<file path="src/rtl/irq_redir_pkg.sv">
package irq_redir_pkg;
  localparam logic [7:0] OFS_SEL = 8'h00;
  localparam logic [7:0] OFS_WIN = 8'h10;
  localparam logic [7:0] OFS_EOI = 8'h40;

  localparam logic [7:0] IDX_ID  = 8'h00;
  localparam logic [7:0] IDX_VER = 8'h01;
  localparam logic [7:0] IDX_ARB = 8'h02;
  localparam logic [7:0] IDX_TBL = 8'h10;

  localparam int B_DSTAT = 12;
  localparam int B_RPEND = 14;
  localparam int B_TRIG  = 15;
  localparam int B_MASK  = 16;

  localparam int ID_LSB = 24;
  localparam int ID_W   = 4;

  localparam logic [63:0] ENTRY_RST = 64'(1) << B_MASK;

  typedef enum logic [1:0] {
    WIN_NONE = 2'd0,
    WIN_ID   = 2'd1,
    WIN_VER  = 2'd2,
    WIN_TBL  = 2'd3
  } win_kind_e;
endpackage

</file>
<file path="src/rtl/irq_redir_hostif.sv">
module irq_redir_hostif
  import irq_redir_pkg::*;
#(
  parameter int NPINS = 24,
  localparam int PIN_W = $clog2(NPINS),
  localparam int TBL_END = 16 + 2 * NPINS
) (
  input  logic             clk,
  input  logic             rst_n,
  input  logic [7:0]       ofs_i,
  input  logic             wr_i,
  input  logic             rd_i,
  input  logic [2:0]       size_i,
  input  logic [7:0]       wbyte_i,
  output logic [7:0]       sel_o,
  output win_kind_e        kind_o,
  output logic [PIN_W-1:0] pin_o,
  output logic             hi_o,
  output logic             win_wr_o,
  output logic             win_rd_o,
  output logic             sel_rd_o,
  output logic             eoi_wr_o
);
  logic [7:0] sel_q, sel_d;
  logic       sel_en;
  logic       full;
  logic [7:0] rel;

  assign full   = (size_i == 3'd4);
  assign sel_en = wr_i && (ofs_i == OFS_SEL);

  always_comb begin
    sel_d = sel_q;
    if (sel_en) sel_d = wbyte_i;
  end

  always_ff @(posedge clk or negedge rst_n) begin
    if (!rst_n) sel_q <= 8'h00;
    else        sel_q <= sel_d;
  end

  assign rel = sel_q - IDX_TBL;

  always_comb begin
    kind_o = WIN_NONE;
    if (sel_q == IDX_ID || sel_q == IDX_ARB)                     kind_o = WIN_ID;
    else if (sel_q == IDX_VER)                                   kind_o = WIN_VER;
    else if (sel_q >= IDX_TBL && {1'b0, sel_q} < 9'(TBL_END))    kind_o = WIN_TBL;
  end

  assign pin_o    = rel[PIN_W:1];
  assign hi_o     = sel_q[0];
  assign sel_o    = sel_q;
  assign win_wr_o = wr_i && full && (ofs_i == OFS_WIN);
  assign win_rd_o = rd_i && full && (ofs_i == OFS_WIN);
  assign sel_rd_o = rd_i && (ofs_i == OFS_SEL);
  assign eoi_wr_o = wr_i && full && (ofs_i == OFS_EOI);

  AST_SEL_HOLD: assert property (@(posedge clk) disable iff (!rst_n)
    !(wr_i && ofs_i == OFS_SEL) |=> $stable(sel_o));
endmodule

</file>
<file path="src/rtl/irq_redir_ident.sv">
module irq_redir_ident
  import irq_redir_pkg::*;
#(
  parameter logic [7:0] VERSION = 8'h20,
  parameter int NPINS = 24
) (
  input  logic            clk,
  input  logic            rst_n,
  input  logic            we_i,
  input  logic [ID_W-1:0] id_i,
  output logic [31:0]     id_word_o,
  output logic [31:0]     ver_word_o
);
  logic [ID_W-1:0] id_q, id_d;

  always_comb begin
    id_d = id_q;
    if (we_i) id_d = id_i;
  end

  always_ff @(posedge clk or negedge rst_n) begin
    if (!rst_n) id_q <= '0;
    else        id_q <= id_d;
  end

  assign id_word_o  = 32'(id_q) << ID_LSB;
  assign ver_word_o = {8'h00, 8'(NPINS - 1), 8'h00, VERSION};

  AST_ID_STABLE: assert property (@(posedge clk) disable iff (!rst_n)
    !we_i |=> $stable(id_word_o));
endmodule

</file>
<file path="src/rtl/irq_redir_entry.sv">
module irq_redir_entry
  import irq_redir_pkg::*;
(
  input  logic        clk,
  input  logic        rst_n,
  input  logic        we_i,
  input  logic        hi_i,
  input  logic [31:0] wdata_i,
  input  logic        dstat_i,
  input  logic        pset_i,
  input  logic        pclr_i,
  output logic [63:0] ent_o
);
  logic [63:0] body_q, body_d;
  logic        pend_q, pend_d;

  always_comb begin
    body_d = body_q;
    if (we_i) begin
      if (hi_i) body_d = {wdata_i, body_q[31:0]};
      else      body_d = {body_q[63:32], wdata_i};
    end
    body_d[B_DSTAT] = 1'b0;
    body_d[B_RPEND] = 1'b0;
  end

  always_comb begin
    pend_d = pend_q;
    if (we_i && !body_d[B_TRIG]) pend_d = 1'b0;
    else if (!we_i && pclr_i)    pend_d = 1'b0;
    else if (!we_i && pset_i)    pend_d = 1'b1;
  end

  always_ff @(posedge clk or negedge rst_n) begin
    if (!rst_n) begin
      body_q <= ENTRY_RST;
      pend_q <= 1'b0;
    end else begin
      body_q <= body_d;
      pend_q <= pend_d;
    end
  end

  always_comb begin
    ent_o          = body_q;
    ent_o[B_DSTAT] = dstat_i;
    ent_o[B_RPEND] = pend_q;
  end

  AST_EDGE_CLEARS: assert property (@(posedge clk) disable iff (!rst_n)
    we_i |=> (ent_o[B_TRIG] || !ent_o[B_RPEND]));
  AST_RO_KEEP: assert property (@(posedge clk) disable iff (!rst_n)
    we_i |=> (!ent_o[B_TRIG] || ent_o[B_RPEND] == $past(ent_o[B_RPEND])));
  AST_PEND_CLR: assert property (@(posedge clk) disable iff (!rst_n)
    (!we_i && pclr_i) |=> !ent_o[B_RPEND]);
endmodule

</file>
<file path="src/rtl/irq_redir_eoi.sv">
module irq_redir_eoi #(
  parameter logic [7:0] VERSION = 8'h20
) (
  input  logic       clk,
  input  logic       rst_n,
  input  logic       hit_i,
  input  logic [7:0] vec_i,
  output logic       req_o,
  output logic [7:0] vec_o
);
  generate
    if (VERSION == 8'h20) begin : g_eoi
      logic       req_q, req_d;
      logic [7:0] vec_q, vec_d;

      always_comb begin
        req_d = hit_i;
        vec_d = vec_q;
        if (hit_i) vec_d = vec_i;
      end

      always_ff @(posedge clk or negedge rst_n) begin
        if (!rst_n) begin
          req_q <= 1'b0;
          vec_q <= 8'h00;
        end else begin
          req_q <= req_d;
          vec_q <= vec_d;
        end
      end

      assign req_o = req_q;
      assign vec_o = vec_q;

      AST_EOI_CAUSE: assert property (@(posedge clk) disable iff (!rst_n)
        req_o |-> $past(hit_i));
      AST_EOI_VEC: assert property (@(posedge clk) disable iff (!rst_n)
        hit_i |=> (vec_o == $past(vec_i)));
    end else begin : g_no_eoi
      logic unused_eoi;
      assign unused_eoi = clk ^ rst_n ^ hit_i ^ (^vec_i);
      assign req_o = 1'b0;
      assign vec_o = 8'h00;
    end
  endgenerate
endmodule

</file>
<file path="src/rtl/irq_redir_regs.sv">
module irq_redir_regs
  import irq_redir_pkg::*;
#(
  parameter int         NPINS   = 24,
  parameter int         ADDR_W  = 12,
  parameter logic [7:0] VERSION = 8'h20
) (
  input  logic                     clk,
  input  logic                     rst_n,
  input  logic [ADDR_W-1:0]        bus_addr,
  input  logic                     bus_wr,
  input  logic                     bus_rd,
  input  logic [2:0]               bus_size,
  input  logic [31:0]              bus_wdata,
  output logic [31:0]              bus_rdata,
  input  logic [NPINS-1:0]         dstat_in,
  input  logic [NPINS-1:0]         pend_set,
  input  logic [NPINS-1:0]         pend_clr,
  output logic [NPINS*64-1:0]      tbl_flat,
  output logic                     tbl_chg,
  output logic [$clog2(NPINS)-1:0] tbl_chg_pin,
  output logic                     eoi_req,
  output logic [7:0]               eoi_vec
);
  localparam int PIN_W = $clog2(NPINS);

  if (VERSION != 8'h11 && VERSION != 8'h20) begin : g_bad_version
    $error("irq_redir_regs: VERSION must be 8'h11 or 8'h20");
  end

  logic unused_hi;
  assign unused_hi = ^bus_addr[ADDR_W-1:8];

  logic [7:0]       sel;
  win_kind_e        kind;
  logic [PIN_W-1:0] pin;
  logic             hi, win_wr, win_rd, sel_rd, eoi_wr;
  logic [31:0]      id_word, ver_word;
  logic [NPINS-1:0] tbl_we;
  logic [63:0]      ent [NPINS];

  irq_redir_hostif #(.NPINS(NPINS)) u_hostif (
    .clk      (clk),
    .rst_n    (rst_n),
    .ofs_i    (bus_addr[7:0]),
    .wr_i     (bus_wr),
    .rd_i     (bus_rd),
    .size_i   (bus_size),
    .wbyte_i  (bus_wdata[7:0]),
    .sel_o    (sel),
    .kind_o   (kind),
    .pin_o    (pin),
    .hi_o     (hi),
    .win_wr_o (win_wr),
    .win_rd_o (win_rd),
    .sel_rd_o (sel_rd),
    .eoi_wr_o (eoi_wr)
  );

  irq_redir_ident #(.VERSION(VERSION), .NPINS(NPINS)) u_ident (
    .clk        (clk),
    .rst_n      (rst_n),
    .we_i       (win_wr && sel == IDX_ID),
    .id_i       (bus_wdata[ID_LSB +: ID_W]),
    .id_word_o  (id_word),
    .ver_word_o (ver_word)
  );

  for (genvar p = 0; p < NPINS; p++) begin : g_pin
    assign tbl_we[p] = win_wr && (kind == WIN_TBL) && (pin == PIN_W'(p));

    irq_redir_entry u_entry (
      .clk     (clk),
      .rst_n   (rst_n),
      .we_i    (tbl_we[p]),
      .hi_i    (hi),
      .wdata_i (bus_wdata),
      .dstat_i (dstat_in[p]),
      .pset_i  (pend_set[p]),
      .pclr_i  (pend_clr[p]),
      .ent_o   (ent[p])
    );

    assign tbl_flat[p*64 +: 64] = ent[p];
  end

  irq_redir_eoi #(.VERSION(VERSION)) u_eoi (
    .clk   (clk),
    .rst_n (rst_n),
    .hit_i (eoi_wr),
    .vec_i (bus_wdata[7:0]),
    .req_o (eoi_req),
    .vec_o (eoi_vec)
  );

  // table-update strobe
  logic             chg_q, chg_d;
  logic [PIN_W-1:0] chg_pin_q, chg_pin_d;

  always_comb begin
    chg_d     = |tbl_we;
    chg_pin_d = chg_pin_q;
    if (|tbl_we) chg_pin_d = pin;
  end

  always_ff @(posedge clk or negedge rst_n) begin
    if (!rst_n) begin
      chg_q     <= 1'b0;
      chg_pin_q <= '0;
    end else begin
      chg_q     <= chg_d;
      chg_pin_q <= chg_pin_d;
    end
  end

  assign tbl_chg     = chg_q;
  assign tbl_chg_pin = chg_pin_q;

  // read mux
  always_comb begin
    bus_rdata = 32'h0;
    if (sel_rd) begin
      bus_rdata = {24'h0, sel};
    end else if (win_rd) begin
      case (kind)
        WIN_ID:  bus_rdata = id_word;
        WIN_VER: bus_rdata = ver_word;
        WIN_TBL: bus_rdata = hi ? ent[pin][63:32] : ent[pin][31:0];
        default: bus_rdata = 32'h0;
      endcase
    end
  end

  AST_ONE_ENTRY: assert property (@(posedge clk) disable iff (!rst_n)
    $onehot0(tbl_we));
  AST_CHG_CAUSE: assert property (@(posedge clk) disable iff (!rst_n)
    tbl_chg |-> $past(win_wr && kind == WIN_TBL));
  AST_SHORT_NO_CHG: assert property (@(posedge clk) disable iff (!rst_n)
    (bus_wr && bus_size != 3'd4) |=> !tbl_chg);
endmodule

</file>
<file path="config.mk">
export PLATFORM = sky130hd
export DESIGN_NAME = irq_redir_regs
export DESIGN_NICKNAME = d
export VERILOG_FILES = /design/src/rtl/irq_redir_pkg.sv /design/src/rtl/irq_redir_hostif.sv /design/src/rtl/irq_redir_ident.sv /design/src/rtl/irq_redir_entry.sv /design/src/rtl/irq_redir_eoi.sv /design/src/rtl/irq_redir_regs.sv
export SDC_FILE = /design/constraint.sdc
export NUM_CORES = 2
export LEC_CHECK = 0
export BUFFER_PORTS_ARGS = -buffer_cell sky130_fd_sc_hd__buf_2
export CORE_AREA = 2 2 670 672
export DETAILED_ROUTE_END_ITERATION = 10
export DIE_AREA = 0 0 672 674
export SYNTH_ARGS = -nofsm -noshare
export SYNTH_HDL_FRONTEND = slang
export SYNTH_SLANG_ARGS = --single-unit
</file>
<file path="constraint.sdc">
create_clock -name clk -period 7.3 [get_ports clk]
set_clock_uncertainty 0.15 [all_clocks]
set_input_delay 1.46 -clock clk [delete_from_list [all_inputs] [get_ports clk]]
set_output_delay 1.46 -clock clk [all_outputs]
set_load 0.03 [all_outputs]
</file>
==> flow_metrics.env <==
export IMPL_drc=0
export IMPL_grt_pass1_wl_um=601000
export IMPL_clock_fmax_mhz=145
export IMPL_start_util_pct=16.2
export IMPL_port_buffers=1701
export IMPL_syn_area_per_cell_um2=15.8
export IMPL_cts_made_buffers=191
export IMPL_min_path_type="reg -> reg"
export IMPL_synth_distinct_cells=69
export IMPL_crit_required_ps=5690
export IMPL_yosys_warnings=0
export IMPL_die_y_um=674
export IMPL_cp_arrival_ps=5310
export IMPL_cts_htree_levels=4
export IMPL_grt_setup_unrepaired="false"
export IMPL_antenna_left=0
export IMPL_num_vias=54100
export IMPL_use_met3_pct=6.76
export IMPL_met1_usage_pct=24.9
export IMPL_root_buffer="clkbuf_16"
export IMPL_first_global_vias=52300
export IMPL_row_count=246
export IMPL_p_clk_share_pct=50.6
export IMPL_power_share_sequential_pct=43.4
export IMPL_period_minus_slack_ps=6920
export IMPL_post_cts_buffers=0
export IMPL_maxSlewHeadroom_pct=11.4
export IMPL_r2r_cells=10
export IMPL_powerDensity_nw_per_um2=210
export IMPL_combinationalPowerShare_pct=5.9
export IMPL_first_pass_iters=6
export IMPL_cts_hold_buf=0
export IMPL_hold_ws_ps=323
export IMPL_cts_sinks=1539
export IMPL_irDropWorstVdd_mv=0.211
export IMPL_ioPinCount=1706
export IMPL_path_max_fanout=32
export IMPL_busiest_layer="met2"
export IMPL_mostFrequentLayoutCell="buf_2"
export IMPL_die_width_um=672
export IMPL_hold_depth=2
export IMPL_cts_tree="yes"
export IMPL_met2_usage_pct=31.8
export IMPL_core_area_um2=447000
export IMPL_antenna_found_initial=106
export IMPL_cts_max_path_buffers=4
export IMPL_syn_nets=4702
export IMPL_worstSkewPairLatency_ps=910
export IMPL_routed_wl_um=481000
export IMPL_final_max_slew_viol_count=0
export IMPL_finalSetupTns_ps=0
export IMPL_avgRoutedWirePerCell_um=38.9
export IMPL_rrSetupSlack_ps=1770
export IMPL_maxCapViolCount=0
export IMPL_worstMarginPinSlew_ps=1330
export IMPL_overflow=0
export IMPL_mostFrequentLayoutCells="buf_2 (1701), dfrtp_1 (1510), mux2_2 (1338), mux4_2 (423), clkbuf_16 (193)"
export IMPL_gp_congestion=0.886
export IMPL_synth_edf_count=0
export IMPL_track_usage_pct=20.4
export IMPL_ys_seq_area_share_pct=53.3
export IMPL_syn_inst=4576
export IMPL_critPathCaptureType="output port"
export IMPL_grt_max_degree=160
export IMPL_leakagePower_nw=47.7
export IMPL_dieArea_um2=453000
export IMPL_status="completed"
export IMPL_critPathKind="reg -> out"
export IMPL_drive_gt1_share_pct=65.8
export IMPL_final_nets=6299
export IMPL_finalCritPeriodShare_pct=94.8
export IMPL_finalSetupViolations=0
export IMPL_start_kind="register"
export IMPL_p_sw_share_pct=26.5
export IMPL_p_sw_mw=5.25
export IMPL_hold_violations=0
export IMPL_dp_hpwl_um=371000
export IMPL_drt_iter0_markers=5615
export IMPL_n_fill_cell=47800
export IMPL_p_int_mw=14.6
export IMPL_clkTransAtPathRegs_ps=60
export IMPL_synth_top_flop_cell="dfrtp_1"
export IMPL_areaGrowthSynthToFinish_pct=30.4
export IMPL_viasPerCell=4.38
export IMPL_async_reset_ff_share_pct=100
export IMPL_syn_area_um2=72300
export IMPL_synth_seq_cells=1539
## sequential cells by signal, indices dropped and copies added, names as in the netlist
register / count
g_pin.u_entry.body_q: 1488
g_pin.u_entry.pend_q: 24
u_eoi.vec_o: 8
u_hostif.sel_o: 8
tbl_chg_pin: 5
u_ident.id_q: 4
tbl_chg: 1
u_eoi.req_o: 1
## kinds of logic (layout without fill, tap and decap cells)
kind of cell,Yosys count,after routing,synth area share (%)
other,0,91,0
muxes,2014,2014,38.2
and+or+nand+nor,327,327,2.56
DFF,1539,1539,53.3
adders and majority gates,3,3,0.0519
buffers and inverters,523,2274,4.10
AOI/OAI and AO/OA,170,170,1.79
## metal layers
metal  vias to the layer above  part of all wire [%]
met2                      3379                    45
li1                      20500                     -
met5                         -                 0.021
met3                       852                   9.3
met4                        14                   6.5
met1                     29400                    39
## critical path: stages, from the launching register on
cell	delay, ps
dfrtp_4	940
inv_6	270
ha_2	480
nand2b_4	630
buf_4	460
nor2_1	160
nor2_1	60
a2111oi_0	980
buf_2	360
## metrics by stage
stage	setup slack (ps)	util (%)	power [mW]	area (um^2)	instances
2_1_floorplan	1400	-	9.24	72300	4576
3_5_place_dp	538	19.6	9.96	87600	11900
4_1_cts	112	21.1	20.1	94100	12300
3_3_place_gp	504	19.6	9.96	87500	11900
6_report	380	21.1	19.8	94300	12400
5_1_grt	84.9	21.1	20.4	94200	12300
## power groups by stage
stage                     combinational [mW]  sequential [mW]  clock [mW]
after floorplan                        0.525             8.72           0
after global placement                  1.20             8.76           0
after detailed placement                1.20             8.76           0
after CTS                               1.20             8.60        10.3
after global routing                    1.25             8.60        10.6
final                                   1.18             8.60        10.0
## cell usage after synthesis, drive strengths merged (7+ instances only)
cell type  instances  share of area [%]
nor3              70               0.73
a21oi             21               0.15
mux2i             67               0.93
o21ai             13              0.090
a31o              14               0.17
nand2b            11              0.095
inv               21               0.11
mux2            1524                 24
dfstp             24               0.87
a211oi            11               0.11
o221a             12               0.19
nor2b              9              0.078
nand3             17               0.16
a22o              12               0.15
o22ai             33               0.29
nand2             78               0.41
nor2             101               0.58
or3                7              0.088
buf              315                3.0
dfrtp           1515                 52
a2111oi           16               0.19
clkbuf           186               0.97
mux4             423                 13
## area by class of cell
type,instances,area (um^2),area share (%)
diodes,91,228,0.241
clock buffers,278,5580,5.92
clock inverters,69,910,0.965
inverters,22,87.6,0.0929
multi-input cells,2514,31100,33.0
flip-flops and latches,1539,38600,40.9
well taps,5952,7450,7.90
repair buffers,1905,10400,11.0
## path summary, 6_finish.rpt
| kind | start | end |
|---|---|---|
| max reg2reg | u_hostif.sel_o[4]$_DFFE_PN0P_ | g_pin[5].u_entry.pend_q$_DFFE_PN0P_ |
| max | u_hostif.sel_o[4]$_DFFE_PN0P_ | bus_rdata[15] |
| min in group asynchronous | rst_n | g_pin[13].u_entry.body_q[33]$_DFFE_PN0P_ |
| max in group asynchronous | rst_n | g_pin[16].u_entry.body_q[7]$_DFFE_PN0P_ |
| min | u_eoi.vec_o[5]$_DFFE_PN0P_ | u_eoi.vec_o[5]$_DFFE_PN0P_ |
| min reg2reg | u_eoi.vec_o[5]$_DFFE_PN0P_ | u_eoi.vec_o[5]$_DFFE_PN0P_ |
## what timing repair did
item                                    in CTS  in global routing
gates resized for setup                      1                  0
endpoints found under the setup margin       1                  0
endpoints found under the hold margin        0                  0
Power figures use the tool's default switching activity.
